`src/rtl/uart_regs_pkg.sv`:
```
// Package: shared offsets, bit positions and the register-select type
// for the APB UART register front end.
package uart_regs_pkg;

    // Byte offsets inside the register window (low 8 address bits)
    localparam logic [7:0] OFS_DATA     = 8'h00;
    localparam logic [7:0] OFS_DATA_B   = 8'h03;
    localparam logic [7:0] OFS_STATUS   = 8'h04;
    localparam logic [7:0] OFS_CTRL     = 8'h08;
    localparam logic [7:0] OFS_SCALER   = 8'h0C;
    localparam logic [7:0] OFS_DEBUG    = 8'h10;

    // Status bit positions
    localparam int ST_RDY      = 0;
    localparam int ST_TSH_MT   = 1;
    localparam int ST_TFF_MT   = 2;
    localparam int ST_RX_HALF  = 8;
    localparam int ST_RX_FULL  = 10;

    // Control bit positions used by this block
    localparam int CT_RX_EN    = 0;
    localparam int CT_TX_EN    = 1;
    localparam int CT_RX_IE    = 2;
    localparam int CT_TX_IE    = 3;

    typedef enum logic [2:0] {
        SEL_NONE,
        SEL_DATA,
        SEL_STATUS,
        SEL_CTRL,
        SEL_SCALER,
        SEL_DEBUG
    } reg_sel_e;

endpackage

```
`src/rtl/uart_addr_decode.sv`:
```
// Module: uart_addr_decode
// Maps an APB byte address onto one register of the window.
// Assumes: ADDR_W >= 8; only the low 8 bits take part in the decode.
module uart_addr_decode
    import uart_regs_pkg::*;
#(
    parameter int ADDR_W = 8
) (
    input  logic [ADDR_W-1:0] addr_i,
    output reg_sel_e          sel_o
);

    logic [7:0] low_addr;
    assign low_addr = addr_i[7:0];

    // Purpose: pick the register selected by the low address byte
    always_comb begin
        unique case (low_addr)
            OFS_DATA,
            OFS_DATA_B:  sel_o = SEL_DATA;
            OFS_STATUS:  sel_o = SEL_STATUS;
            OFS_CTRL:    sel_o = SEL_CTRL;
            OFS_SCALER:  sel_o = SEL_SCALER;
            OFS_DEBUG:   sel_o = SEL_DEBUG;
            default:     sel_o = SEL_NONE;
        endcase
    end

endmodule

```
`src/rtl/uart_rx_fifo.sv`:
```
// Module: uart_rx_fifo
// Receive FIFO with level output and a first-word read view.
// Assumes: DEPTH is a power of two; the caller never pushes when full
// and never pops when empty. Push and pop in one cycle keep the level.
module uart_rx_fifo #(
    parameter int DEPTH  = 16,
    parameter int DATA_W = 8
) (
    input  logic                       clk,
    input  logic                       rst_n,
    input  logic                       push_i,
    input  logic [DATA_W-1:0]          din_i,
    input  logic                       pop_i,
    output logic [DATA_W-1:0]          head_o,
    output logic [$clog2(DEPTH):0]     level_o,
    output logic                       empty_o,
    output logic                       full_o
);

    localparam int PTR_W = $clog2(DEPTH);
    localparam int CNT_W = PTR_W + 1;

    logic [DATA_W-1:0] mem [DEPTH];
    logic [PTR_W-1:0]  wr_ptr;
    logic [PTR_W-1:0]  rd_ptr;
    logic [CNT_W-1:0]  count;

    // Purpose: store an incoming byte at the write pointer
    always_ff @(posedge clk) begin
        if (push_i) begin
            mem[wr_ptr] <= din_i;
        end
    end

    // Purpose: advance pointers and track the fill level
    always_ff @(posedge clk) begin
        if (!rst_n) begin
            wr_ptr <= '0;
            rd_ptr <= '0;
            count  <= '0;
        end else begin
            if (push_i) wr_ptr <= wr_ptr + 1'b1;
            if (pop_i)  rd_ptr <= rd_ptr + 1'b1;
            case ({push_i, pop_i})
                2'b10:   count <= count + 1'b1;
                2'b01:   count <= count - 1'b1;
                default: count <= count;
            endcase
        end
    end

    assign head_o  = mem[rd_ptr];
    assign level_o = count;
    assign empty_o = (count == '0);
    assign full_o  = (count == CNT_W'(DEPTH));

    // the caller keeps pushes away from a full FIFO
    a_r3_no_overflow: assert property (@(posedge clk) disable iff (!rst_n)
        push_i |-> (count < CNT_W'(DEPTH)));

    // pops never hit an empty FIFO
    a_r5_no_underflow: assert property (@(posedge clk) disable iff (!rst_n)
        pop_i |-> (count != '0));

    // simultaneous push and pop keep the level
    a_r10_level_kept: assert property (@(posedge clk) disable iff (!rst_n)
        (push_i && pop_i) |=> (count == $past(count)));

    // a lone push raises the level by one
    a_r4_level_up: assert property (@(posedge clk) disable iff (!rst_n)
        (push_i && !pop_i) |=> (count == $past(count) + 1'b1));

endmodule

```
`src/rtl/uart_irq_pulse.sv`:
```
// Module: uart_irq_pulse
// Turns receive and transmit events into a registered interrupt pulse.
// Assumes: events are single-cycle strobes already qualified by the
// matching enable bit.
module uart_irq_pulse (
    input  logic clk,
    input  logic rst_n,
    input  logic rx_evt_i,
    input  logic tx_evt_i,
    output logic irq_o
);

    // Purpose: raise the line for the cycle after any event
    always_ff @(posedge clk) begin
        if (!rst_n) begin
            irq_o <= 1'b0;
        end else begin
            irq_o <= rx_evt_i | tx_evt_i;
        end
    end

    // a pulse is always preceded by a qualifying event
    a_r7_irq_cause: assert property (@(posedge clk) disable iff (!rst_n)
        irq_o |-> $past(rx_evt_i || tx_evt_i));

    // with no event, the line drops after one cycle
    a_r7_irq_single: assert property (@(posedge clk) disable iff (!rst_n)
        (irq_o && !rx_evt_i && !tx_evt_i) |=> !irq_o);

endmodule

```
`src/rtl/apb_uart_regs.sv`:
```
// Module: apb_uart_regs (top)
// APB register front end of a UART: decode, control register, status
// word, receive FIFO, transmit byte stream and interrupt pulse.
// Assumes: APB transfers take one setup and one access cycle; the bus
// never waits (pready tied high); a transmit write meeting tx_ready low
// is dropped.
module apb_uart_regs
    import uart_regs_pkg::*;
#(
    parameter int ADDR_W   = 8,
    parameter int DEPTH    = 16,
    parameter int PDATA_W  = 32,
    parameter int BYTE_W   = 8
) (
    input  logic               clk,
    input  logic               rst_n,
    input  logic               psel,
    input  logic               penable,
    input  logic               pwrite,
    input  logic [ADDR_W-1:0]  paddr,
    input  logic [PDATA_W-1:0] pwdata,
    output logic [PDATA_W-1:0] prdata,
    output logic               pready,
    output logic               pslverr,
    input  logic [BYTE_W-1:0]  rx_data,
    input  logic               rx_valid,
    output logic               rx_ready,
    output logic [BYTE_W-1:0]  tx_data,
    output logic               tx_valid,
    input  logic               tx_ready,
    output logic               irq
);

    localparam int CNT_W = $clog2(DEPTH) + 1;
    localparam logic [CNT_W-1:0] HALF_LVL = CNT_W'(DEPTH / 2);

    reg_sel_e            sel;
    logic                acc_wr;
    logic                acc_rd;
    logic [PDATA_W-1:0]  ctrl_q;
    logic [PDATA_W-1:0]  status_w;
    logic                fifo_push;
    logic                fifo_pop;
    logic [BYTE_W-1:0]   fifo_head;
    logic [CNT_W-1:0]    fifo_level;
    logic                fifo_empty;
    logic                fifo_full;
    logic                rx_evt;
    logic                tx_evt;

    uart_addr_decode #(.ADDR_W(ADDR_W)) i_dec (
        .addr_i (paddr),
        .sel_o  (sel)
    );

    assign acc_wr = psel & penable & pwrite;
    assign acc_rd = psel & penable & ~pwrite;

    // Purpose: hold the fully writable control word
    always_ff @(posedge clk) begin
        if (!rst_n) begin
            ctrl_q <= '0;
        end else if (acc_wr && sel == SEL_CTRL) begin
            ctrl_q <= pwdata;
        end
    end

    // Receive side: stream is taken whenever there is room
    assign rx_ready  = ~fifo_full;
    assign fifo_push = rx_valid & rx_ready & ctrl_q[CT_RX_EN];
    assign fifo_pop  = acc_rd & (sel == SEL_DATA) & ~fifo_empty;

    uart_rx_fifo #(.DEPTH(DEPTH), .DATA_W(BYTE_W)) i_fifo (
        .clk     (clk),
        .rst_n   (rst_n),
        .push_i  (fifo_push),
        .din_i   (rx_data),
        .pop_i   (fifo_pop),
        .head_o  (fifo_head),
        .level_o (fifo_level),
        .empty_o (fifo_empty),
        .full_o  (fifo_full)
    );

    // Transmit side: one byte per enabled data write
    assign tx_valid = acc_wr & (sel == SEL_DATA) & ctrl_q[CT_TX_EN];
    assign tx_data  = pwdata[BYTE_W-1:0];

    assign rx_evt = fifo_push & ctrl_q[CT_RX_IE];
    assign tx_evt = tx_valid & tx_ready & ctrl_q[CT_TX_IE];

    uart_irq_pulse i_irq (
        .clk      (clk),
        .rst_n    (rst_n),
        .rx_evt_i (rx_evt),
        .tx_evt_i (tx_evt),
        .irq_o    (irq)
    );

    // Purpose: assemble the status word from the FIFO level
    always_comb begin
        status_w             = '0;
        status_w[ST_RDY]     = ~fifo_empty;
        status_w[ST_TSH_MT]  = 1'b1;
        status_w[ST_TFF_MT]  = 1'b1;
        status_w[ST_RX_HALF] = (fifo_level >= HALF_LVL);
        status_w[ST_RX_FULL] = fifo_full;
    end

    // Purpose: select read data for the addressed register
    always_comb begin
        prdata = '0;
        if (acc_rd) begin
            case (sel)
                SEL_DATA:   prdata = fifo_empty ? '0 : PDATA_W'(fifo_head);
                SEL_STATUS: prdata = status_w;
                SEL_CTRL:   prdata = ctrl_q;
                default:    prdata = '0;
            endcase
        end
    end

    assign pready  = 1'b1;
    assign pslverr = 1'b0;

    // the control word only moves on a control write
    a_r1_ctrl_hold: assert property (@(posedge clk) disable iff (!rst_n)
        !(acc_wr && sel == SEL_CTRL) |=> $stable(ctrl_q));

    // a full FIFO is also at least half full
    a_r9_full_has_half: assert property (@(posedge clk) disable iff (!rst_n)
        status_w[ST_RX_FULL] |-> status_w[ST_RX_HALF]);

    // once the last byte is popped, data ready drops
    a_r5_ready_drops: assert property (@(posedge clk) disable iff (!rst_n)
        (fifo_pop && !fifo_push && fifo_level == CNT_W'(1)) |=> !status_w[ST_RDY]);

    // an outgoing byte only appears during a write access phase
    a_r6_tx_in_write: assert property (@(posedge clk) disable iff (!rst_n)
        tx_valid |-> (psel && penable && pwrite));

endmodule

```
`config.mk`:
```
export PLATFORM = sky130hd
export DESIGN_NAME = apb_uart_regs
export DESIGN_NICKNAME = d
export VERILOG_FILES = /design/src/rtl/uart_regs_pkg.sv /design/src/rtl/uart_addr_decode.sv /design/src/rtl/uart_rx_fifo.sv /design/src/rtl/uart_irq_pulse.sv /design/src/rtl/apb_uart_regs.sv
export SDC_FILE = /design/constraint.sdc
export NUM_CORES = 1
export LEC_CHECK = 0
export BUFFER_PORTS_ARGS = -buffer_cell sky130_fd_sc_hd__buf_2
export CAP_MARGIN = 20
export CORE_MARGIN = 4
export CORE_UTILIZATION = 45
export CTS_BUF_LIST = sky130_fd_sc_hd__clkbuf_4
export DETAILED_ROUTE_END_ITERATION = 12
export PLACE_DENSITY_LB_ADDON = 0.08
export SLEW_MARGIN = 10
export SYNTH_ARGS = -nofsm -noshare
export SYNTH_HDL_FRONTEND = slang
export SYNTH_SLANG_ARGS = --single-unit
```
`constraint.sdc`:
```
create_clock -name clk -period 3.9 [get_ports clk]
set_input_delay 0.39 -clock clk [delete_from_list [all_inputs] [get_ports clk]]
set_output_delay 0.39 -clock clk [all_outputs]
set_load 0.05 [all_outputs]
```
## Word level (Yosys, flattened, before mapping)

Memories as Yosys holds them, arrays and structs flattened. A register that Yosys moved wholly into a read port is not among the register bits.
Cells that the tools add are included.

- Input bits: 55
- Logic and storage cells: 52
- Memories: 1
- RAM bits: 128
- Register bits: 46

Memories:

| memory | words | bits a word | rd ports | clocked after Yosys merged registers in | write ports | line | RTL |
|---|---|---|---|---|---|---|---|
| i_fifo.mem | 16 | 8 | 1 | 1 | 1 | uart_rx_fifo.sv:23 | `logic [DATA_W-1:0] mem [DEPTH];` |

- Equal/unequal tests: 11
- Multiplexer cells: 9
- Bitwise operators: 16
- Reduce and logical (&&, ||, !) cells: 5
- $lt $le $gt $ge: 1
- $add $sub $neg: 4

Operator list:

| operator | count |
|---|---|
| $pmux W32 S3 | 1 |
| $mux W32 | 1 |
| $eq A8 B4 Y1 const B | 2 |
| $pmux W3 S5 | 1 |
| $and A1 B1 Y1 | 12 |
| $pmux W5 S2 | 1 |
| $add A4 B1 Y4 const B | 2 |
| $eq A8 B2 Y1 const B | 1 |
| $eq A8 B3 Y1 const B | 1 |
| $eq A8 B5 Y1 const B | 1 |
| $logic_not A8 Y1 | 1 |
| $mux W4 | 2 |
| $mux W8 | 1 |
| $eq A3 B2 Y1 const B | 2 |
| $add A5 B1 Y5 const B | 1 |
| $eq A5 B5 Y1 const B | 1 |
| $ge A5 B4 Y1 const B | 1 |
| $logic_not A5 Y1 | 1 |
| $sub A5 B1 Y5 const B | 1 |
| $eq A3 B1 Y1 const B | 1 |
| $not A1 Y1 | 3 |
| $eq A2 B1 Y1 const B | 1 |
| $eq A2 B2 Y1 const B | 1 |
| $mux W1 | 2 |
| 4 further kinds | 4 |

## Logic depth before layout (Yosys ltp)

- Depth after elaboration: 9
- Mapped depth: 13

## Modules after synthesis

A second synthesis with hierarchy kept.

- Cell total of the unflattened synthesis: 545
- Area, all modules: 7817.5 µm²

By module, submodules not included:

| module | area an instance (µm²) | instances | cells an instance | sequential area each (µm²) |
|---|---|---|---|---|
| uart_rx_fifo | 5906.9 | 1 | 310 | 4184.0 |
| apb_uart_regs | 1793.0 | 1 | 223 | 640.6 |
| uart_addr_decode | 90.1 | 1 | 10 | 0.0 |
| uart_irq_pulse | 27.5 | 1 | 2 | 20.0 |

## Least setup slack after synthesis

Ideal clock, no wire load.

- Path kind: input to register
- Start: input paddr[7]
- End: register i_fifo.count[4], in the netlist i_fifo.level_o[4]
- Stages: 12
- Buffers on the path: 3
- Data required time: 3.778 ns
- Arrival: 2.977 ns
- Setup time: 0.122 ns
- Setup slack: 0.801 ns
- Cell sequence: or4_1 > buf_2 > nor4_2 > buf_2 > ha_1 > clkbuf_1 > xor2_1 > ha_1 > a31oi_1 > nor3b_1 > mux2i_1 > mux2i_1

- Longest elaborated chain between the ends: 8

Ends and longest elaborated chain:

| what | line | RTL |
|---|---|---|
| start: declaration | apb_uart_regs.sv:20 | `input logic [ADDR_W-1:0] paddr,` |
| $eq A8 B2 Y1 / $logic_not A8 Y1 (equally long branches) | uart_addr_decode.sv:18 | `unique case (low_addr)` |
| $reduce_or A2 Y1 | uart_addr_decode.sv:18 |  |
| $pmux W3 S5 * | uart_addr_decode.sv:18 |  |
| $eq A3 B1 Y1 * | apb_uart_regs.sv:71 | `assign fifo_pop = acc_rd & (sel == SEL_DATA) & ~fifo_empty;` |
| $and A1 B1 Y1 * (2 in series) | apb_uart_regs.sv:71 |  |
| named net fifo_pop | apb_uart_regs.sv:43 | `logic fifo_pop;` |
| $eq A2 B1 Y1 / $eq A2 B2 Y1 (equally long branches) | uart_rx_fifo.sv:44 | `case ({push_i, pop_i})` |
| $pmux W5 S2 / $reduce_bool A2 Y1 (equally long branches) | - |  |
| end signal: assignment | uart_rx_fifo.sv:45 | `2'b10: count <= count + 1'b1;` |
| end signal: assignment | uart_rx_fifo.sv:46 | `2'b01: count <= count - 1'b1;` |
| end signal: assignment | uart_rx_fifo.sv:47 | `default: count <= count;` |
| end: declaration | uart_rx_fifo.sv:26 | `logic [CNT_W-1:0] count;` |

The timed path passes the listed nets; every way through them passes the cells marked *.
A chain may end at the register's enable or synchronous reset.

## Worst setup path in the final report

- Start: register i_fifo.count[2], in the netlist i_fifo.level_o[2]
- End: output prdata[0]

- Longest elaborated chain between the ends: 4

Ends and longest elaborated chain:

| what | line | RTL |
|---|---|---|
| $logic_not A5 Y1 * | uart_rx_fifo.sv:54 | `assign empty_o = (count == '0);` |
| $mux W8 / $not A1 Y1 (equally long branches) | apb_uart_regs.sv:115, apb_uart_regs.sv:103 |  |
| $pmux W32 S3 * | apb_uart_regs.sv:114 | `case (sel)` |
| $mux W32 * | apb_uart_regs.sv:113 | `if (acc_rd) begin` |
| end: declaration | apb_uart_regs.sv:22 | `output logic [PDATA_W-1:0] prdata,` |

Mark *: on every way between the ends. The rest lies on a longest branch, timed or not.

==> impl_metrics.csv <==
group,metric,value,unit
placed_design,pre_cts_setup_slack,846.5,ps
yosys,synth_seq_cells,178,
yosys,synth_top_family_by_area,"simple AND/OR/NAND/NOR gates",
worst_setup_path,cp-end-kind,"output port",
yosys,async_reset_ff_frac,0,
timing,setup-tns-final,0,ps
final_layout,final_common_cell,"sky130_fd_sc_hd__edfxtp_1",
yosys,synth_seq_area_share,0.6467,
yosys,synth_compound_area_frac,0.05579,
yosys,netlist_area,0.007491,mm^2
placed_design,io_buffers,97,
timing,worst-slew-pin-transition,858.2,ps
yosys,ys_dominant_reg_cell,"sky130_fd_sc_hd__edfxtp_1",
timing,timing.final.crit_share,0.7959,
routing,ant_nets,0,
pwr,static-leakage-power,3.002,nW
routing,drt-wirelength-per-cell,18.43,um
final_layout,final_util,0.5346,
timing,worst_slack,796.1,ps
die,initial_core_util,0.4648,
worst_setup_path,worstSetupPathType,"reg -> out",
final_layout,nFillCells,1386,
routing,route.detailed.vias_per_inst,5.305,
clocking,clk_pin_slew,150,ps
worst_setup_path,crit_arrival,2710,ps
worst_setup_path,crit_path_start_kind,"register",
placed_design,place.detailed.instances,842,
placed_design,routability_driven_placement_congestion_ratio,0.8335,
die,coreArea,0.01612,mm^2
routing,drt_pre_antenna_iters,4,
final_layout,layoutNonFillerInstCount,881,
final_layout,layout-area-overhead-vs-synth,15.00,%
clocking,post-cts-setup-buffer-count,0,
global_routing,grt_start_max_net_pins,49,
timing,timing_max_transition_violations_final,0,
yosys,synth-edff-count,128,
final_layout,ratio_of_cells_with_drive_above_1_in_the_final_layout,0.2866,
worst_setup_path,path_cells,"nor4_4 -> nor2b_1 -> nor4_2 -> buf_4 -> o211ai_1 -> o21ai_0 -> buf_2",
die,die-height,137.0,um
timing,slew-limit-headroom,0.4258,
routing,post-route-drc-count,0,
timing,layout_min_cycle_time,3104,ps
yosys,synth_nets,614,
clocking,insertion_delay,540,ps
yosys,yosys.cell_types.count,47,
pwr,cellPowerDensity,383.0,mW/mm^2
yosys,yosys-mux-area-fraction,0.1181,
yosys,synth-warning-count,0,
worst_setup_path,crit_slowest_cell,"sky130_fd_sc_hd__dfxtp_1",
clocking,root_buffer,"sky130_fd_sc_hd__clkbuf_4",
timing,clock.fmax,322.2,MHz
die,fp.dieW,137.0,um
pwr,vdd_drop_max,0.0003710,V
final_layout,final_cell_mix,"128 x sky130_fd_sc_hd__edfxtp_1, 97 x sky130_fd_sc_hd__buf_2, 80 x sky130_fd_sc_hd__nand2_1",
global_routing,first_global_vias,4466,
clocking,ctsHtreeMaxLevel,4,
yosys,mean_post_synth_cell_area,13.60,um^2
global_routing,antenna_violations_before_repair,1,
routing,drt_first_iter_violations,224,
clocking,cts_max_path_buffers,2,
clocking,tritoncts.num_buffers,17,
global_routing,grt-ovfl-total,0,
die,dieArea,0.01877,mm^2
worst_setup_path,timing.critical_path.fanout_max,12,
timing,finalHoldWorstSlack,64.50,ps
final_layout,seq_area,0.004846,mm^2
placed_design,dp_hpwl,11.00,mm
timing,clock_skew,20.69,ps
die,ios,100,
routing,drt-total-wl,16.24,mm
run_status,status,"finished clean",
worst_setup_path,worst_ep_required_time,3510,ps
timing,rsz0062_at_grt,"no",
final_layout,fin_nets,713,
yosys,synthAdderAreaFrac,0.01336,
global_routing,track_usage,0.1762,
min_path,hold_path_class,"in -> reg",
routing,vias,4674,
clocking,cts_tree,"built",
final_layout,area_of_the_multi_input_gates,0.002401,mm^2
clocking,clkSinkCount,178,
worst_setup_path,r2r_setup_slack,1100,ps
yosys,synth_xor_xnor_area_share,0.01052,
worst_setup_path,critical-path-top-delay-family,"simple AND/OR/NAND/NOR gates",
timing,setup-violations-final,0,
yosys,synthesized_netlist_cell_count,551,
clocking,post_cts_resize_count,0,
global_routing,wire_length_of_the_first_global_routing_pass,24.45,mm
worst_setup_path,critPathMaxStageDelay,600,ps
worst_setup_path,buffers_inverters_on_critical_path,2,
yosys,simple_gate_fraction_of_synth_area,0.1218,
die,num_rows,46,
run,cap_violations,0,
timing,hold_violations,0,
per-stage QoR:
step | power [W] | area, um^2
after detailed placement | 0.002155 | 8214
after floorplan | 0.002108 | 7491
after global routing | 0.003427 | 8612
final | 0.003299 | 8615
after CTS | 0.003327 | 8554
after global placement | 0.002153 | 8214
path summary, 6_finish.rpt:
path,from,depth (start not counted),end
worst max-delay path,i_fifo.level_o[2],7,prdata[0]
worst min-delay path,pwdata[20],3,ctrl_q[20]
worst max register to register,i_fifo.level_o[2],10,i_fifo.level_o[4]
worst min register to register,ctrl_q[13],2,ctrl_q[13]
cell type report:
type / instances / share of cell area
flip-flops and latches: 178 / 0.5625
multi-input cells: 322 / 0.2787
repair buffers: 126 / 0.08511
well taps: 216 / 0.03137
clock inverters: 15 / 0.02469
clock buffers: 17 / 0.01481
inverters: 5 / 0.002179
diodes: 2 / 0.0005810
registers in the layout (all words and copies together) (netlist names), named ones only:
name            cells
i_irq.irq_o         1
i_fifo.level_o      5
i_fifo.wr_ptr       4
i_fifo.mem        128
i_fifo.rd_ptr       4
ctrl_q             32
routing by layer:
metal,track usage,vias up,part of all wire
li1,-,2219,-
met1,0.2292,2297,0.43
met2,0.2946,147,0.49
met3,0.04596,11,0.065
met4,0.04656,0,0.011
met5,0,-,0
report_power, final:
group | switching (W) | total [W] | internal [W]
sequential | 0.0000000689 | 0.00202 | 0.00202
clock | 0.000614 | 0.00118 | 0.000571
combinational | 0.0000647 | 0.0000935 | 0.0000288
logic make-up (layout without fill, tap and decap cells):
family | after synthesis | in the layout
xor+xnor | 9 | 9
buf+inv | 51 | 163
flops | 178 | 178
mux | 48 | 48
fa+ha+maj | 8 | 8
compound gates | 72 | 72
simple gates | 183 | 183
other cells | 2 | 4
cells in the mapped netlist, types with 4 or more instances:
cell                       count  area share
sky130_fd_sc_hd__mux4_2       32       0.096
sky130_fd_sc_hd__nand2b_1      4      0.0033
sky130_fd_sc_hd__edfxtp_1    128        0.51
sky130_fd_sc_hd__buf_4        10       0.010
sky130_fd_sc_hd__nor2_1       31       0.016
sky130_fd_sc_hd__a21oi_1      46       0.031
sky130_fd_sc_hd__o21ai_0       6      0.0040
sky130_fd_sc_hd__inv_1         5      0.0025
sky130_fd_sc_hd__and3_1        4      0.0033
sky130_fd_sc_hd__xor2_1        6      0.0070
sky130_fd_sc_hd__clkbuf_1     20       0.010
sky130_fd_sc_hd__a211oi_1      5      0.0050
sky130_fd_sc_hd__ha_1          8       0.013
sky130_fd_sc_hd__buf_2        13      0.0087
sky130_fd_sc_hd__nor3_1        6      0.0040
sky130_fd_sc_hd__nor2b_1      11      0.0092
sky130_fd_sc_hd__a22o_1        5      0.0058
sky130_fd_sc_hd__nand2_1      80       0.040
sky130_fd_sc_hd__dfxtp_1      50        0.13
sky130_fd_sc_hd__mux2i_1      13       0.017
sky130_fd_sc_hd__and2_1       22       0.018
sky130_fd_sc_hd__nand3_1       4      0.0027
repair_timing:
action / CTS / global route
hold buffers: 0 / 4
setup endpoints to repair: 0 / 0
hold endpoints to repair: 0 / 4
worst reg2reg max path: stages, from the launching register on:
cell and delay [ps]:
sky130_fd_sc_hd__dfxtp_1 600, sky130_fd_sc_hd__nor4_4 120, sky130_fd_sc_hd__nor2b_1 190, sky130_fd_sc_hd__nor4_2 340, sky130_fd_sc_hd__ha_1 440, sky130_fd_sc_hd__xor2_1 130
sky130_fd_sc_hd__ha_1 250, sky130_fd_sc_hd__a31oi_1 210, sky130_fd_sc_hd__nor3b_1 210, sky130_fd_sc_hd__mux2i_1 110, sky130_fd_sc_hd__mux2i_1 120
No activity file was read; power rests on OpenSTA's default activity.
